===== src/rtl/wdt_pkg.sv =====
// Package wdt_pkg
// Shared definitions for the mode-aware watchdog.
// Assumes: consumers import it before declaring ports.
package wdt_pkg;

    // Outcome of an expiring period.
    typedef enum logic [1:0] {
        OUT_NONE  = 2'b00,
        OUT_WAKE  = 2'b01,
        OUT_RESET = 2'b10
    } wdt_outcome_e;

    // Derive the postscaler width from the select width.
    function automatic int unsigned post_width(input int unsigned sel_w);
        return 1 << sel_w;
    endfunction

endpackage


===== src/rtl/wdt_clear_ctrl.sv =====
// Module wdt_clear_ctrl
// Merges every event that restarts the watchdog into a single clear.
// Assumes: all strobes are one-cycle, synchronous to clk.
module wdt_clear_ctrl (
    input  logic clk,
    input  logic rst_n,
    input  logic wdt_en,
    input  logic clrwdt_stb,
    input  logic sleep_stb,
    input  logic ckfail_stb,
    input  logic fscm_en,
    input  logic freq_wr_stb,
    input  logic intosc_sys,
    output logic clr
);

    logic ckfail_qual;
    logic freq_qual;

    // Qualify the gated sources and merge all clear causes.
    always_comb begin
        ckfail_qual = ckfail_stb & fscm_en;
        freq_qual   = freq_wr_stb & intosc_sys;
        clr         = clrwdt_stb | sleep_stb | ckfail_qual | freq_qual | ~wdt_en;
    end

    // A clock-loss report without an enabled monitor must not clear.
    assert_ckfail_gate_R8: assert property (@(posedge clk) disable iff (!rst_n)
        (ckfail_stb && !fscm_en && !clrwdt_stb && !sleep_stb && !freq_qual && wdt_en) |-> !clr);

    // A frequency write while another clock runs the system must not clear.
    assert_freq_gate_R9: assert property (@(posedge clk) disable iff (!rst_n)
        (freq_wr_stb && !intosc_sys && !clrwdt_stb && !sleep_stb && !ckfail_qual && wdt_en) |-> !clr);

endmodule


===== src/rtl/wdt_counter.sv =====
// Module wdt_counter
// Prescale counter of 2^BASE_LOG2 ticks feeding a postscale counter that
// expires after 2^post_sel prescale wraps.
// Assumes: BASE_LOG2 >= 1, so two expiries are never on adjacent cycles.
module wdt_counter #(
    parameter int unsigned BASE_LOG2 = 7,
    parameter int unsigned SEL_W     = 4
) (
    input  logic             clk,
    input  logic             rst_n,
    input  logic             tick_en,
    input  logic             clr,
    input  logic [SEL_W-1:0] post_sel,
    output logic             expire
);

    localparam int unsigned POST_W = wdt_pkg::post_width(SEL_W);

    logic [BASE_LOG2-1:0] base_q;
    logic [POST_W-1:0]    post_q;
    logic [POST_W-1:0]    post_limit;
    logic                 base_last;
    logic                 post_done;

    // Decide whether the current tick ends the period.
    always_comb begin
        post_limit = (POST_W'(1) << post_sel) - POST_W'(1);
        base_last  = &base_q;
        post_done  = (post_q >= post_limit);
        expire     = tick_en & base_last & post_done & ~clr;
    end

    // Advance, clear or restart the two counter stages.
    always_ff @(posedge clk) begin
        if (!rst_n || clr || expire) begin
            base_q <= '0;
            post_q <= '0;
        end else if (tick_en) begin
            base_q <= base_q + 1'b1;
            if (base_last) begin
                post_q <= post_q + 1'b1;
            end
        end
    end

    // Any clear leaves both stages at zero.
    assert_clear_zero_R6: assert property (@(posedge clk) disable iff (!rst_n)
        clr |=> (base_q == '0 && post_q == '0));

    // Without a tick or a clear the prescale stage does not move.
    assert_hold_no_tick_R2: assert property (@(posedge clk) disable iff (!rst_n)
        (!tick_en && !clr) |=> $stable(base_q));

    // An expiry restarts counting from zero.
    assert_restart_R5: assert property (@(posedge clk) disable iff (!rst_n)
        expire |=> (base_q == '0 && post_q == '0));

endmodule


===== src/rtl/wdt_outcome.sv =====
// Module wdt_outcome
// Turns an expiry into a registered one-cycle wake or reset request,
// chosen by whether the core was executing in the expiry cycle.
// Assumes: expire is never high on two adjacent cycles.
module wdt_outcome (
    input  logic clk,
    input  logic rst_n,
    input  logic expire,
    input  logic core_active,
    output logic wake_pulse,
    output logic rst_pulse
);

    wdt_pkg::wdt_outcome_e kind;

    // Classify the expiry by the core state.
    always_comb begin
        if (!expire)          kind = wdt_pkg::OUT_NONE;
        else if (core_active) kind = wdt_pkg::OUT_RESET;
        else                  kind = wdt_pkg::OUT_WAKE;
    end

    // Register the classified request as one-cycle pulses.
    always_ff @(posedge clk) begin
        if (!rst_n) begin
            wake_pulse <= 1'b0;
            rst_pulse  <= 1'b0;
        end else begin
            wake_pulse <= (kind == wdt_pkg::OUT_WAKE);
            rst_pulse  <= (kind == wdt_pkg::OUT_RESET);
        end
    end

    assert_idle_wake_R3: assert property (@(posedge clk) disable iff (!rst_n)
        (expire && !core_active) |=> (wake_pulse && !rst_pulse));

    assert_run_reset_R4: assert property (@(posedge clk) disable iff (!rst_n)
        (expire && core_active) |=> (rst_pulse && !wake_pulse));

    assert_one_cycle_R5: assert property (@(posedge clk) disable iff (!rst_n)
        (wake_pulse || rst_pulse) |=> !(wake_pulse || rst_pulse));

    assert_exclusive_R12: assert property (@(posedge clk) disable iff (!rst_n)
        !(wake_pulse && rst_pulse));

endmodule


===== src/rtl/mode_wdt.sv =====
// Module mode_wdt
// Watchdog whose timeout wakes an idle or sleeping core and resets a running one.
// Assumes: tick_en comes from an always-on low-frequency source; all
// inputs are synchronous to clk; reset is synchronous, active low.
module mode_wdt #(
    parameter int unsigned BASE_LOG2 = 7,
    parameter int unsigned SEL_W     = 4
) (
    input  logic             clk,
    input  logic             rst_n,
    input  logic             tick_en,
    input  logic             wdt_en,
    input  logic             clrwdt_stb,
    input  logic             sleep_stb,
    input  logic             ckfail_stb,
    input  logic             fscm_en,
    input  logic             freq_wr_stb,
    input  logic             intosc_sys,
    input  logic             core_active,
    input  logic [SEL_W-1:0] post_sel,
    output logic             wake_pulse,
    output logic             rst_pulse
);

    logic clr;
    logic expire;

    wdt_clear_ctrl u_clear (
        .clk         (clk),
        .rst_n       (rst_n),
        .wdt_en      (wdt_en),
        .clrwdt_stb  (clrwdt_stb),
        .sleep_stb   (sleep_stb),
        .ckfail_stb  (ckfail_stb),
        .fscm_en     (fscm_en),
        .freq_wr_stb (freq_wr_stb),
        .intosc_sys  (intosc_sys),
        .clr         (clr)
    );

    wdt_counter #(
        .BASE_LOG2 (BASE_LOG2),
        .SEL_W     (SEL_W)
    ) u_counter (
        .clk      (clk),
        .rst_n    (rst_n),
        .tick_en  (tick_en),
        .clr      (clr),
        .post_sel (post_sel),
        .expire   (expire)
    );

    wdt_outcome u_outcome (
        .clk         (clk),
        .rst_n       (rst_n),
        .expire      (expire),
        .core_active (core_active),
        .wake_pulse  (wake_pulse),
        .rst_pulse   (rst_pulse)
    );

    // A clear, including a disabled watchdog, suppresses the next pulse.
    assert_clear_wins_R11: assert property (@(posedge clk) disable iff (!rst_n)
        clr |=> (!wake_pulse && !rst_pulse));

    assert_disabled_quiet_R10: assert property (@(posedge clk) disable iff (!rst_n)
        !wdt_en |=> (!wake_pulse && !rst_pulse));

endmodule


===== config.mk =====
export PLATFORM = sky130hd
export DESIGN_NAME = mode_wdt
export DESIGN_NICKNAME = d
export VERILOG_FILES = /design/src/rtl/wdt_pkg.sv /design/src/rtl/wdt_clear_ctrl.sv /design/src/rtl/wdt_counter.sv /design/src/rtl/wdt_outcome.sv /design/src/rtl/mode_wdt.sv
export SDC_FILE = /design/constraint.sdc
export NUM_CORES = 1
export LEC_CHECK = 0
export BUFFER_PORTS_ARGS = -buffer_cell sky130_fd_sc_hd__buf_2
export CAP_MARGIN = 20
export CORE_MARGIN = 1.5
export CORE_UTILIZATION = 30
export CTS_CLUSTER_SIZE = 28
export DETAILED_ROUTE_END_ITERATION = 8
export SLEW_MARGIN = 20
export SYNTH_ARGS = -nofsm -noshare
export SYNTH_HDL_FRONTEND = slang
export SYNTH_SLANG_ARGS = --single-unit

===== constraint.sdc =====
create_clock -name clk -period 3.95 [get_ports clk]
set_clock_uncertainty 0.15 [all_clocks]
set_input_delay 0.1975 -clock clk [delete_from_list [all_inputs] [get_ports clk]]
set_output_delay 0.1975 -clock clk [all_outputs]
set_load 0.03 [all_outputs]

==> impl_metrics.env, run 1 <==
export IMPL_commonest_cells_in_the_synthesized_netlist="25 x dfxtp_1, 19 x ha_1, 17 x xor2_1"
export IMPL_floorplan_die_width_um=79.5
export IMPL_layout_worst_path_cycle_share_pct=78.6
export IMPL_synthesis_instances=195
export IMPL_worstPathArrival_ns=3.17
export IMPL_yosys_top_cells_area="dfxtp_1 29%, ha_1 14%, xor2_1 8.5%, nor3_2 6.3%, nor3_1 3.7%"
export IMPL_postSynthAreaPerCell_um2=9.00
export IMPL_numClockSinks=25
export IMPL_worst_hold_startpoint="core_active"
export IMPL_floorplan_initialDensity_pct=31.5
export IMPL_grt_max_degree=24
export IMPL_asyncSetResetFlopFracSynth_pct=0
export IMPL_timing_reg2reg_worst_path_depth=8
export IMPL_cp_end_kind="flip-flop"
export IMPL_post_synthesis_sequential_area_ratio_pct=28.5
export IMPL_net_sw_share_pct=23.4
export IMPL_dr_pass1_iters=4
export IMPL_cts_tree="built"
export IMPL_total_die_area_um2=6310
export IMPL_cts_buffers=3
export IMPL_crit_path_start_kind="input pin"
export IMPL_cts_setup_buffers=0
export IMPL_via_count=1396
export IMPL_globalplace_congestion=0.759
export IMPL_dieHeight_um=79.5
export IMPL_ioPinCount=17
export IMPL_viasPerCell=5.04
export IMPL_synth_ff_latch_count=25
export IMPL_slew_headroom_pct=31.5
export IMPL_final_antenna_net_count=0
export IMPL_timing_worst_slew_pin_value_ns=1.02
export IMPL_floorplan_core_area_um2=5570
export IMPL_timing_fmax_ghz=0.322
export IMPL_power_density_nw_per_um2=233
export IMPL_grt_remaining_overflow=0
export IMPL_synth_top_area_cell="dfxtp_1"
export IMPL_sum_of_negative_setup_slack_ns=0
export IMPL_clk_pin_slew_ns=0.08
export IMPL_post_route_drc_count=0
export IMPL_pwr_share_clk_pct=33.8
export IMPL_cts_htree_levels=1
export IMPL_worstSetupPathType="input pin to flip-flop"
export IMPL_critPathMaxFanout=22
export IMPL_clockRootBuffer="clkbuf_8"
export IMPL_detail_route_wl_per_cell_um=12.1
export IMPL_global_route_wire_length_before_repair_um=5640
export IMPL_area_growth_syn_to_layout_pct=9.27
export IMPL_power_frac_comb_pct=9.9
export IMPL_end_point_of_the_most_critical_hold_path="u_outcome.rst_pulse$_SDFF_PN0_"
export IMPL_power_ir_vdd_worst_v=0.000121
export IMPL_hold_path_class="input pin to flip-flop"
export IMPL_report_final_setup_viol=0
export IMPL_yosysMostFrequentCell="dfxtp_1"
export IMPL_timing_max_cap_violations=0
export IMPL_worstHoldPathCells=2
export IMPL_reg2reg_slack_ns=1.63
export IMPL_fin_nets=240
export IMPL_synth_edff_count=0
export IMPL_power_leakage_nw=0.742
export IMPL_postCtsResizedCells=0
export IMPL_grt_pass1_vias=1198
export IMPL_timing_max_transition_violations_final=0
export IMPL_postSynthNetCount=229
export IMPL_syn_cell_area_um2=1750
export IMPL_netSwitchingPower_w=0.000105
export IMPL_antenna_cells_inserted=0
export IMPL_final_hold_violation_count=0
export IMPL_grt_antenna_before_repair=0
export IMPL_stdcell_area_um2=1920
export IMPL_clkLatencyLatePin_ns=0.27
export IMPL_r2r_start="u_counter.post_q[0]$_SDFFE_PP0P_"
export IMPL_pwr_share_seq_pct=56.4
export IMPL_portBuffers=16
export IMPL_clk_path_buf_depth=2
export IMPL_drtIter0Drc=45
export IMPL_unrepaired_setup_endpoints_after_global_routing="no"
export IMPL_ys_types=42
export IMPL_finalWorstPathRequiredPeriod_ns=3.10
export IMPL_share_of_the_synthesized_area_in_the_top_cell_type_pct=28.5
export IMPL_placed_area_um2=1870
export IMPL_power_report_internal_total_w=0.000342
export IMPL_placement_rows=27
export IMPL_run_status="complete, no violations"
export IMPL_wl_final_um=3340
export IMPL_ys_dominant_reg_cell="dfxtp_1"
export IMPL_ys_warnings_count=0
export IMPL_cts_hold_fix_buffers=0
export IMPL_worstPathRequired_ns=4.01
export IMPL_drive_gt1_share_pct=18.5
export IMPL_regToRegEndpoint="u_outcome.rst_pulse$_SDFF_PN0_"
export IMPL_place_hpwl_um=2450
export IMPL_gr_usage_all_layers_pct=11.2
-- power by group through the flow --
stage                     registers [W]   logic, W  clock network, W
after CTS                      0.000252  0.0000446          0.000157
after global routing           0.000252  0.0000499          0.000167
final                          0.000252  0.0000442          0.000151
after floorplan                0.000258  0.0000317                 0
after global placement         0.000258  0.0000438                 0
after detailed placement       0.000258  0.0000444                 0
-- per-layer routing --
layer | GRT usage, % | wire length (um) | part of all wire, %
met5 | 0 | 0 | 0
met2 | 15.7 | 1300 | 39
met4 | 4.21 | 32 | 0.96
met3 | 1.37 | 120 | 3.6
met1 | 17.1 | 1880 | 56
-- state kept, by name (all words and copies together) (netlist names) --
register / cells
u_outcome.wake_pulse: 1
u_outcome.rst_pulse: 1
u_counter.post_q: 16
u_counter.base_q: 7
-- cells by family (layout without fill, tap and decap cells) --
family,count (synthesis),after routing,synth area share (%)
muxes,2,2,1.14
buffers and inverters,13,23,3.85
adders and majority gates,19,19,13.6
other,1,1,0.214
DFF,25,25,28.5
AOI/OAI and AO/OA,26,26,10.1
and+or+nand+nor,86,86,31.2
xor gates and xnor gates,23,23,11.5
-- metrics by stage --
| stage | util [%] | worst slack, ns | hold WS, ns | instances | total power, W |
|---|---|---|---|---|---|
| 2_1_floorplan | - | 1.01 | 0.193 | 195 | 0.000290 |
| 3_3_place_gp | 33.6 | 0.655 | 0.306 | 273 | 0.000302 |
| 3_5_place_dp | 33.6 | 0.547 | 0.299 | 273 | 0.000302 |
| 4_1_cts | 34.4 | 0.826 | 0.0224 | 277 | 0.000454 |
| 5_1_grt | 34.4 | 0.531 | 0.0361 | 277 | 0.000469 |
| 6_report | 34.4 | 0.846 | 0.0347 | 277 | 0.000447 |
-- worst max-delay path by stage --
stage	from	endpoint	cells after the start
floorplan	post_sel[2]	u_counter.base_q[1]$_SDFFE_PP0P_	14
global placement	post_sel[2]	u_outcome.rst_pulse$_SDFF_PN0_	14
detailed placement	post_sel[2]	u_counter.post_q[0]$_SDFFE_PP0P_	14
CTS	post_sel[2]	u_counter.post_q[0]$_SDFFE_PP0P_	14
global route	post_sel[2]	u_counter.post_q[0]$_SDFFE_PP0P_	14
finish	post_sel[2]	u_outcome.rst_pulse$_SDFF_PN0_	14
-- cells in the final DEF, fill, tap and decap left out, types with 2 or more instances in the layout --
| cell | instances |
|---|---|
| o21ai_0 | 5 |
| nor3_1 | 13 |
| and3_1 | 6 |
| clkbuf_8 | 3 |
| nor3_2 | 11 |
| buf_2 | 16 |
| nand3_1 | 9 |
| xnor2_1 | 6 |
| nand2_1 | 15 |
| and4_1 | 2 |
| nand4_1 | 8 |
| xor2_1 | 17 |
| mux2i_1 | 2 |
| a21oi_1 | 9 |
| inv_1 | 2 |
| nand2b_1 | 2 |
| ha_1 | 19 |
| nor2_1 | 11 |
| nor4b_1 | 2 |
| dfxtp_1 | 25 |
-- critical path, cell delays in order --
cell,delay [ns]
buf_2,0.17
nor3_1,0.32
nand2b_1,0.13
ha_1,0.31
nor4b_1,0.31
a21oi_1,0.06
o22a_1,0.21
ha_1,0.26
nand2_1,0.06
nor3_1,0.28
a41oi_2,0.16
a21oi_2,0.16
buf_4,0.31
and3_1,0.20
-- final cells by class --
type | count | area, um2
Inverter | 2 | 7.51
Tap cell | 72 | 90.1
Sequential cell | 25 | 500
Clock buffer | 4 | 45.0
Fill cell | 576 | 3660
Timing Repair Buffer | 17 | 87.6
Multi-Input combinational cell | 157 | 1190
No activity file was read; power rests on OpenSTA's default activity.
==> run 2, diff against run 1 <==
clock period = 2.9 ns   (was 3.95 ns; I/O delays follow)
==> run 2 against run 1 <==
Against the previous run:
- via count is 2.8% higher
- final cell count is 4.0% higher
- power is 40% higher
- sequential power is 36% higher
- utilization is 1.9 points higher
- largest cell class unchanged
- critical path depth stayed put
- setup slack worse by 0.61 ns
- clock-buffer cell count is 1 lower
- highest routed layer unchanged
- critical endpoint is now u_counter.post_q[1]$_SDFFE_PP0P_
- design area is 5.5% higher
- first-iteration DRC count is 29% higher
==> impl_metrics.env, run 2 (same netlist as run 1, synthesis figures left out) <==
export IMPL_grt_antenna_before_repair=0
export IMPL_cp_end_kind="flip-flop"
export IMPL_clockRootBuffer="clkbuf_8"
export IMPL_clk_path_buf_depth=2
export IMPL_antenna_cells_inserted=0
export IMPL_grt_remaining_overflow=0
export IMPL_critPathMaxFanout=22
export IMPL_area_growth_syn_to_layout_pct=15.3
export IMPL_hold_path_class="input pin to flip-flop"
export IMPL_pwr_share_seq_pct=55.0
export IMPL_viasPerCell=4.98
export IMPL_clk_pin_slew_ns=0.09
export IMPL_timing_fmax_ghz=0.375
export IMPL_power_leakage_nw=0.799
export IMPL_post_route_drc_count=0
export IMPL_clkLatencyLatePin_ns=0.27
export IMPL_fill_cells=586
export IMPL_worstSetupPathType="input pin to flip-flop"
export IMPL_regToRegEndpoint="u_outcome.rst_pulse$_SDFF_PN0_"
export IMPL_ioPinCount=17
export IMPL_power_ir_vdd_worst_v=0.000200
export IMPL_layout_worst_path_cycle_share_pct=91.9
export IMPL_power_report_internal_total_w=0.000474
export IMPL_reg_largest_list="u_counter.post_q (16), u_counter.base_q (7)"
export IMPL_max_flop_register="u_counter.post_q"
export IMPL_layout_commonest_cell="dfxtp_1"
export IMPL_floorplan_die_width_um=79.5
export IMPL_layout_core_utilization_pct=36.3
export IMPL_r2r_start="u_counter.post_q[0]$_SDFFE_PP0P_"
export IMPL_gr_usage_all_layers_pct=12.1
export IMPL_timing_reg2reg_worst_path_depth=8
export IMPL_dieHeight_um=79.5
export IMPL_netSwitchingPower_w=0.000150
export IMPL_timing_max_cap_violations=0
export IMPL_globalplace_congestion=0.759
export IMPL_portBuffers=16
export IMPL_floorplan_initialDensity_pct=31.5
export IMPL_via_count=1435
export IMPL_cts_htree_levels=1
export IMPL_pwr_share_clk_pct=33.5
export IMPL_numClockSinks=25
export IMPL_drive_gt1_share_pct=22.7
export IMPL_most_common_layout_cells="25 x dfxtp_1, 19 x ha_1, 17 x xor2_1, 16 x buf_2, 15 x nand2_1"
export IMPL_power_frac_comb_pct=11.5
export IMPL_unrepaired_setup_endpoints_after_global_routing="no"
export IMPL_p_total_w=0.000624
export IMPL_report_final_setup_viol=0
export IMPL_worst_hold_startpoint="tick_en"
export IMPL_cts_buffers=3
export IMPL_total_die_area_um2=6310
export IMPL_crit_path_start_kind="input pin"
export IMPL_detail_route_wl_per_cell_um=12.1
export IMPL_worstHoldPathCells=3
export IMPL_place_hpwl_um=2590
export IMPL_global_route_wire_length_before_repair_um=5960
export IMPL_largest_register_ffs=16
export IMPL_grt_pass1_vias=1279
export IMPL_floorplan_core_area_um2=5570
export IMPL_power_density_nw_per_um2=309
export IMPL_worstPathRequired_ns=2.87
export IMPL_placement_rows=27
export IMPL_run_status="complete, no violations"
export IMPL_timing_max_transition_violations_final=0
export IMPL_crit_start="post_sel[2]"
export IMPL_timing_worst_slew_pin_value_ns=0.981
export IMPL_cts_tree="built"
export IMPL_finalWorstPathRequiredPeriod_ns=2.66
export IMPL_final_hold_violation_count=0
export IMPL_fin_nets=251
export IMPL_wl_final_um=3480
export IMPL_drtIter0Drc=58
export IMPL_grt_max_degree=24
export IMPL_sum_of_negative_setup_slack_ns=0
export IMPL_cts_setup_buffers=0
export IMPL_worstPathArrival_ns=2.64
export IMPL_final_antenna_net_count=0
export IMPL_end_point_of_the_most_critical_hold_path="u_counter.base_q[0]$_SDFFE_PP0P_"
export IMPL_slew_headroom_pct=34.5
export IMPL_reg2reg_slack_ns=0.67
export IMPL_dr_pass1_iters=4
export IMPL_net_sw_share_pct=24.1
-- run 2: cell count changes in the layout (fill, tap and decap cells not counted), sizes merged --
cell         previous run  this run
dlygate4sd3             0         2
clkinv                  0         1
buf                    17        26
clkbuf                  4         3
-- run 2: through the flow --
step / hold WS (ns) / area, um2 / instances / setup slack [ns]
floorplan: 0.141 / 1750 / 195 / 0.0155
global placement: 0.254 / 1950 / 282 / -0.0605
detailed placement: 0.257 / 1950 / 282 / -0.152
CTS: 0.108 / 2020 / 288 / 0.140
global route: 0.111 / 2020 / 288 / 0.00557
finish: 0.112 / 2020 / 288 / 0.236
-- run 2: timing repair --
action / 4_1_cts / 5_1_grt
gates resized for setup: 0 / 1
hold buffers: 2 / 0
endpoints found under the hold margin: 2 / 0
setup endpoints to repair: 0 / 22
-- run 2: layer usage --
layer | vias up | track usage (%) | share of wire, %
li1 | 745 | - | -
met1 | 661 | 17.5 | 53
met2 | 24 | 17.8 | 42
met3 | 5 | 1.49 | 3.0
met4 | 0 | 5.26 | 1.7
met5 | - | 0 | 0
-- run 2: area by class of cell --
cell class | count | area (um2) | share of cell area (%)
clock buffer | 3 | 41.3 | 2.04
sequential | 25 | 500 | 24.7
timing repair buffer | 28 | 188 | 9.28
inverter | 2 | 7.51 | 0.371
clock inverter | 1 | 5.00 | 0.247
tap | 72 | 90.1 | 4.45
multi-input combinational | 157 | 1190 | 58.9
-- run 2: how the worst max path moves through the flow --
stage	endpoint	cells past startpoint	slack [ns]
4_1_cts	u_counter.post_q[14]$_SDFFE_PP0P_	14	0.14
3_5_place_dp	u_counter.post_q[5]$_SDFFE_PP0P_	14	-0.15
3_3_place_gp	u_outcome.rst_pulse$_SDFF_PN0_	14	-0.06
2_1_floorplan	u_counter.base_q[1]$_SDFFE_PP0P_	14	0.02
5_1_grt	u_outcome.rst_pulse$_SDFF_PN0_	14	0.006
6_report	u_counter.post_q[1]$_SDFFE_PP0P_	14	0.24
-- run 2: worst max-delay path: stages --
cell      delay (ns)
buf_2           0.11
nor3_2          0.23
nand2b_1        0.11
ha_1            0.20
nor4b_1         0.28
a21oi_1         0.07
o22a_1          0.20
ha_1            0.27
nand2_1         0.07
nor3_1          0.30
a41oi_2         0.16
a21oi_2         0.21
buf_12          0.20
nor3_1          0.07
-- run 2: power by group through the flow --
stage	Combinational, W	Clock, W	Sequential [W]
3_5_place_dp	0.0000697	0	0.000351
2_1_floorplan	0.0000432	0	0.000351
5_1_grt	0.0000818	0.000232	0.000344
4_1_cts	0.0000721	0.000214	0.000343
6_report	0.0000720	0.000209	0.000343
3_3_place_gp	0.0000686	0	0.000351
